==> src/rtl/pwmtb_pkg.sv <==
package pwmtb_pkg;
  localparam int ADDR_W = 5;
  localparam int DIV_W  = 3;
  localparam int NCMP   = 2;

  typedef enum logic [1:0] {
    CM_UP   = 2'b00,
    CM_DOWN = 2'b01,
    CM_UPDN = 2'b10,
    CM_HOLD = 2'b11
  } cnt_mode_e;

  localparam logic [ADDR_W-1:0] OFS_CTRL = 5'h00;
  localparam logic [ADDR_W-1:0] OFS_PRD  = 5'h0A;
  localparam logic [ADDR_W-1:0] OFS_CMPA = 5'h12;
  localparam logic [ADDR_W-1:0] OFS_CMPB = 5'h14;

  localparam int LOADSEL_BIT = 3;
  localparam int HS_LSB      = 7;
  localparam int CK_LSB      = HS_LSB + DIV_W;
  localparam int DIVF_W      = 2 * DIV_W;
  localparam logic [15:0] CTRL_MASK = 16'h1F8B;
endpackage

==> src/rtl/pwmtb_regs.sv <==
module pwmtb_regs
  import pwmtb_pkg::*;
#(
  parameter int DATA_W = 16
) (
  input  logic                           clk,
  input  logic                           rst_n,
  input  logic                           wr_en,
  input  logic [ADDR_W-1:0]              wr_addr,
  input  logic [DATA_W-1:0]              wr_data,
  input  logic [ADDR_W-1:0]              rd_addr,
  input  logic                           zero_load,
  output logic [DATA_W-1:0]              rd_data,
  output logic [DATA_W-1:0]              ctrl_q,
  output logic [DATA_W-1:0]              prd_act,
  output logic [NCMP-1:0][DATA_W-1:0]    cmp_q,
  output logic                           div_change
);
  logic [DATA_W-1:0] prd_shd;
  logic              wr_ctrl, wr_prd;
  logic [DATA_W-1:0] mask_w;

  assign mask_w     = DATA_W'(CTRL_MASK);
  assign wr_ctrl    = wr_en && (wr_addr == OFS_CTRL);
  assign wr_prd     = wr_en && (wr_addr == OFS_PRD);
  assign div_change = wr_ctrl &&
                      (wr_data[HS_LSB +: DIVF_W] != ctrl_q[HS_LSB +: DIVF_W]);

  always_ff @(posedge clk or negedge rst_n) begin
    if (!rst_n) begin
      ctrl_q  <= '0;
      prd_shd <= '0;
      prd_act <= '0;
      cmp_q   <= '0;
    end else begin
      if (wr_ctrl) ctrl_q <= wr_data & mask_w;
      if (wr_prd) prd_shd <= wr_data;
      if (wr_prd && ctrl_q[LOADSEL_BIT]) prd_act <= wr_data;
      else if (zero_load)                prd_act <= prd_shd;
      if (wr_en && wr_addr == OFS_CMPA) cmp_q[0] <= wr_data;
      if (wr_en && wr_addr == OFS_CMPB) cmp_q[1] <= wr_data;
    end
  end

  always_comb begin
    case (rd_addr)
      OFS_CTRL: rd_data = ctrl_q;
      OFS_PRD:  rd_data = prd_shd;
      OFS_CMPA: rd_data = cmp_q[0];
      OFS_CMPB: rd_data = cmp_q[1];
      default:  rd_data = '0;
    endcase
  end
endmodule

==> src/rtl/pwmtb_prescale.sv <==
module pwmtb_prescale #(
  parameter int DIV_W = 3,
  parameter int PS_W  = DIV_W + (1 << DIV_W)
) (
  input  logic             clk,
  input  logic             rst_n,
  input  logic [DIV_W-1:0] hs_div,
  input  logic [DIV_W-1:0] ck_div,
  input  logic             restart,
  output logic             tick
);
  logic [PS_W-1:0] pcnt, hs_mul, ratio_m1;

  always_comb begin
    hs_mul   = (hs_div == '0) ? PS_W'(1) : PS_W'({hs_div, 1'b0});
    ratio_m1 = (hs_mul << ck_div) - PS_W'(1);
  end

  assign tick = (pcnt == ratio_m1);

  always_ff @(posedge clk or negedge rst_n) begin
    if (!rst_n)                pcnt <= '0;
    else if (restart || tick)  pcnt <= '0;
    else                       pcnt <= pcnt + PS_W'(1);
  end
endmodule

==> src/rtl/pwmtb_counter.sv <==
module pwmtb_counter
  import pwmtb_pkg::*;
#(
  parameter int DATA_W = 16
) (
  input  logic              clk,
  input  logic              rst_n,
  input  logic              tick,
  input  cnt_mode_e         mode,
  input  logic [DATA_W-1:0] prd,
  output logic [DATA_W-1:0] cnt_q,
  output logic              dir_q,
  output logic              step,
  output logic [DATA_W-1:0] cnt_nxt,
  output logic              dir_nxt
);
  localparam logic [DATA_W-1:0] ONE = DATA_W'(1);

  assign step = tick && (mode != CM_HOLD);

  always_comb begin
    cnt_nxt = cnt_q;
    dir_nxt = dir_q;
    case (mode)
      CM_UP: begin
        dir_nxt = 1'b1;
        cnt_nxt = (cnt_q >= prd) ? '0 : cnt_q + ONE;
      end
      CM_DOWN: begin
        dir_nxt = 1'b0;
        cnt_nxt = (cnt_q == '0) ? prd : cnt_q - ONE;
      end
      CM_UPDN: begin
        if (dir_q) begin
          if (cnt_q >= prd) begin
            dir_nxt = 1'b0;
            cnt_nxt = (cnt_q == '0) ? '0 : cnt_q - ONE;
          end else begin
            cnt_nxt = cnt_q + ONE;
          end
        end else begin
          if (cnt_q == '0) begin
            dir_nxt = 1'b1;
            cnt_nxt = (prd == '0) ? '0 : ONE;
          end else begin
            cnt_nxt = cnt_q - ONE;
          end
        end
      end
      default: begin
        cnt_nxt = cnt_q;
        dir_nxt = dir_q;
      end
    endcase
  end

  always_ff @(posedge clk or negedge rst_n) begin
    if (!rst_n) begin
      cnt_q <= '0;
      dir_q <= 1'b1;
    end else if (step) begin
      cnt_q <= cnt_nxt;
      dir_q <= dir_nxt;
    end
  end
endmodule

==> src/rtl/pwmtb_match.sv <==
module pwmtb_match #(
  parameter int DATA_W = 16,
  parameter int NCMP   = 2
) (
  input  logic                        clk,
  input  logic                        rst_n,
  input  logic                        step,
  input  logic [DATA_W-1:0]           cnt_nxt,
  input  logic [DATA_W-1:0]           prd,
  input  logic [NCMP-1:0][DATA_W-1:0] cmp,
  output logic                        evt_zero,
  output logic                        evt_period,
  output logic [NCMP-1:0]             evt_cmp
);
  logic [NCMP-1:0] hit;

  for (genvar g = 0; g < NCMP; g++) begin : g_cmp
    assign hit[g] = (cnt_nxt == cmp[g]);
  end

  always_ff @(posedge clk or negedge rst_n) begin
    if (!rst_n) begin
      evt_zero   <= 1'b0;
      evt_period <= 1'b0;
      evt_cmp    <= '0;
    end else begin
      evt_zero   <= step && (cnt_nxt == '0);
      evt_period <= step && (cnt_nxt == prd);
      evt_cmp    <= step ? hit : '0;
    end
  end
endmodule

==> src/rtl/pwm_timebase.sv <==
module pwm_timebase
  import pwmtb_pkg::*;
#(
  parameter int DATA_W = 16
) (
  input  logic              clk,
  input  logic              rst_n,
  input  logic              wr_en,
  input  logic [4:0]        wr_addr,
  input  logic [DATA_W-1:0] wr_data,
  input  logic [4:0]        rd_addr,
  output logic [DATA_W-1:0] rd_data,
  output logic [DATA_W-1:0] tb_count,
  output logic              tb_dir,
  output logic              evt_zero,
  output logic              evt_period,
  output logic [1:0]        evt_cmp
);
  localparam int PS_W = DIV_W + (1 << DIV_W);

  logic [DATA_W-1:0]           ctrl_q, prd_act, cnt_nxt;
  logic [NCMP-1:0][DATA_W-1:0] cmp_vec;
  logic                        div_change, ps_tick, step, dir_nxt, zero_load;
  cnt_mode_e                   cur_mode;

  assign cur_mode  = cnt_mode_e'(ctrl_q[1:0]);
  assign zero_load = step && (cnt_nxt == '0);

  pwmtb_regs #(.DATA_W(DATA_W)) u_regs (
    .clk(clk), .rst_n(rst_n), .wr_en(wr_en), .wr_addr(wr_addr),
    .wr_data(wr_data), .rd_addr(rd_addr), .zero_load(zero_load),
    .rd_data(rd_data), .ctrl_q(ctrl_q), .prd_act(prd_act),
    .cmp_q(cmp_vec), .div_change(div_change)
  );

  pwmtb_prescale #(.DIV_W(DIV_W), .PS_W(PS_W)) u_ps (
    .clk(clk), .rst_n(rst_n),
    .hs_div(ctrl_q[HS_LSB +: DIV_W]), .ck_div(ctrl_q[CK_LSB +: DIV_W]),
    .restart(div_change), .tick(ps_tick)
  );

  pwmtb_counter #(.DATA_W(DATA_W)) u_cnt (
    .clk(clk), .rst_n(rst_n), .tick(ps_tick), .mode(cur_mode),
    .prd(prd_act), .cnt_q(tb_count), .dir_q(tb_dir), .step(step),
    .cnt_nxt(cnt_nxt), .dir_nxt(dir_nxt)
  );

  pwmtb_match #(.DATA_W(DATA_W), .NCMP(NCMP)) u_match (
    .clk(clk), .rst_n(rst_n), .step(step), .cnt_nxt(cnt_nxt),
    .prd(prd_act), .cmp(cmp_vec), .evt_zero(evt_zero),
    .evt_period(evt_period), .evt_cmp(evt_cmp)
  );
endmodule

==> config.mk <==
export PLATFORM = sky130hd
export DESIGN_NAME = pwm_timebase
export DESIGN_NICKNAME = d
export VERILOG_FILES = /design/src/rtl/pwmtb_pkg.sv /design/src/rtl/pwmtb_regs.sv /design/src/rtl/pwmtb_prescale.sv /design/src/rtl/pwmtb_counter.sv /design/src/rtl/pwmtb_match.sv /design/src/rtl/pwm_timebase.sv
export SDC_FILE = /design/constraint.sdc
export NUM_CORES = 1
export LEC_CHECK = 0
export ABC_AREA = 1
export BUFFER_PORTS_ARGS = -buffer_cell sky130_fd_sc_hd__buf_2
export CAP_MARGIN = 15
export CORE_ASPECT_RATIO = 0.6
export CORE_MARGIN = 5
export CORE_UTILIZATION = 25
export DETAILED_ROUTE_END_ITERATION = 8
export PLACE_DENSITY = 0.5
export SETUP_SLACK_MARGIN = 0.1
export SYNTH_ARGS = -nofsm -noshare
export SYNTH_HDL_FRONTEND = slang
export SYNTH_SLANG_ARGS = --single-unit
==> constraint.sdc <==
create_clock -name clk -period 7.89 [get_ports clk]
set_clock_uncertainty 0.2 [all_clocks]
set_input_delay 1.1835 -clock clk [delete_from_list [all_inputs] [get_ports clk]]
set_output_delay 1.1835 -clock clk [all_outputs]
set_load 0.03 [all_outputs]
==> results.ini <==
[routing]
route.met3.wl_um=3940
met1Wirelength_um=17900
dr_wl_met2_um=12800
num_vias=9259
drt-pass1-iter-count=6
wire_per_inst_um=18.9
topRoutingLayerUsed=met4
vias_per_cell=4.99
drt_iter0_markers=1231
wl_um=35000
remaining_drc_errors=0
ant_nets=0

[sta]
post-route-period-util_pct=56.9
hold_viol_final=0
fin_hold_ws_ns=0.293
worst_slew_pin_slew_ns=0.999
min_period_ns=4.49
clock.fmax_mhz=223
tns_ns=0
finalSetupViolCount=0
max-slew-margin-rel_pct=33.4
rsz0062_at_grt=false
slew_violations=0

[critical_path]
required_ns=6.51
reg2reg_to=u_regs.prd_act[15]
rr_worst_depth=19
ff2ff_setup_slack_ns=3.61
path_cells=buf_2 > nor2_1 > and3_1 > clkinv_1 > o22ai_1 > a221o_1 > buf_2
crit_start=rd_addr[1]
rr_startpoint=u_regs.prd_act[15]
crit_path_max_fanout=9
arrival_ns=3.10
critPathMostFrequentCell=buf_2
slowest_stage=clkinv_1
worst_path_largest_cell_delay_ns=0.54
critPathLaunchType=primary input
cp-end-kind=output pin
crit_type=in -> out

[synth]
synth_area_per_cell_um2=6.42
synthesis.nets=1405
yosysWarningCount=0
synthesis.instances=1355
ys_async_sr_fraction_pct=100
ys_seq_area_share_pct=30.2
synth_edf_count=0
synth-seq-cells=105
syn_area_um2=8700
synth_flop_cell=dfrtp_1
yosysUniqueCellTypes=42

[power_and_ir_drop]
vdd_ir_drop_max_v=0.000121
powerDensity_nw_per_um2=363
p_leak_nw=4.87

[clock_network]
cts_resized=0
cts_tree=yes
clockBufferDepth=2
post_cts_buffers=0
cts_made_buffers=9
clock_latency_ns=0.39
h-tree-depth=3
path_clk_slew_ns=0.07
cts_root_buffer=clkbuf_16
cts-hold-fix-buffers=0
clock-sinks=105

[floorplan]
num_io_pins=66
core_um2=34000
start_util_pct=25.6
die-area_um2=38700
die_w_um=251
rows=52
die_h_um=154

[place]
place.detailed.hpwl_um=27200
gp_congestion=0.944
port_buffers=65

[min_path]
hold_path_depth=2
min-delay-start=u_regs.cmp_q[4]
whs_endpoint=u_regs.cmp_q[4]
hp-class=reg -> reg

[job]
maxCapViolCount=0

[global_route]
grt_use_total_pct=17.7
grt_antenna_before_repair=0
grt_first_pass_wirelength_um=53100
grt_max_degree=61
grt_overflow_total=0
grt_pass1_vias=8441

[cells_and_area]
fin_util_pct=28.4
area_growth_pct=11.3
final_common_cell=nand2_1
final_cell_mix=440 x nand2_1, 148 x inv_1, 120 x nand3_1
antenna_cells=0
drive_gt1_share_pct=13.4
final_nets=1443

[run_status]
status=finished clean

cell type report:
| type | instances | area (um^2) |
|---|---|---|
| sequential | 105 | 2630 |
| multi-input combinational | 1036 | 5170 |
| clock inverter | 7 | 53.8 |
| tap | 459 | 574 |
| clock buffer | 9 | 225 |
| inverter | 165 | 619 |
| timing repair buffer | 76 | 410 |
| fill | 3816 | 24300 |
report_power, final:
group	switching (W)	total [W]	internal, W	leakage, nW
registers	0.000271	0.000938	0.000668	1.35
clock network	0.000238	0.000454	0.000217	0.128
logic	0.00148	0.00213	0.000643	3.39
flip-flops by register name, indices dropped and copies added (netlist names):
signal and cells:
u_regs.cmp_q 32, u_ps.pcnt 11, u_regs.ctrl_q 9, u_match.evt_period 1, u_match.evt_cmp 2, u_regs.prd_act 16
u_regs.prd_shd 16, u_cnt.dir_q 1, u_match.evt_zero 1, u_cnt.cnt_q 16
per-stage QoR:
stage / setup WS, ns / power [W] / cell area [um^2] / cells
finish: 3.40 / 0.00352 / 9680 / 1857
CTS: 3.41 / 0.00348 / 9680 / 1857
global placement: 3.44 / 0.00301 / 9400 / 1841
global route: 3.26 / 0.00381 / 9680 / 1857
floorplan: 4.03 / 0.00236 / 8700 / 1355
detailed placement: 3.42 / 0.00301 / 9400 / 1841
per-layer routing:
metal	up-vias	global-route usage, %
met1	4349	28.8
met3	36	5.29
met4	0	2.91
met2	434	22.6
li1	4440	-
met5	-	0
how the worst max path moves through the flow:
stage / to / slack, ns
final: rd_data[0] / 3.40
after detailed placement: rd_data[0] / 3.42
after global placement: rd_data[0] / 3.44
after floorplan: rd_data[3] / 4.03
after global routing: u_regs.prd_act[15] / 3.26
after CTS: rd_data[0] / 3.41
kinds of logic after synthesis:
logic type	synth area share, %
AO/OA/AOI/OAI	10.8
XOR/XNOR	3.32
adder cells (fa/ha/maj)	3.02
buffers and inverters	10.4
flip-flops	30.2
AND/OR/NAND/NOR	42.2
critical path: cells and delay by family:
kind                   cells  cell delay, ns
buffers and inverters      3            0.86
AO/OA/AOI/OAI              2            0.47
AND/OR/NAND/NOR            2            0.57
synthesized netlist by cell type (16+ instances only):
master / count / area share [%]
inv_1: 148 / 6.4
nand4_1: 42 / 3.0
nand2_1: 440 / 19
o21ai_0: 94 / 5.4
ha_1: 21 / 3.0
buf_2: 16 / 0.92
nor2_1: 116 / 5.0
nand2_2: 31 / 2.2
nor2_2: 18 / 1.3
a21oi_1: 29 / 1.7
xor2_1: 29 / 2.9
clkbuf_1: 20 / 0.86
nand3_1: 120 / 6.9
dfrtp_1: 104 / 30
Power figures use the tool's default switching activity.
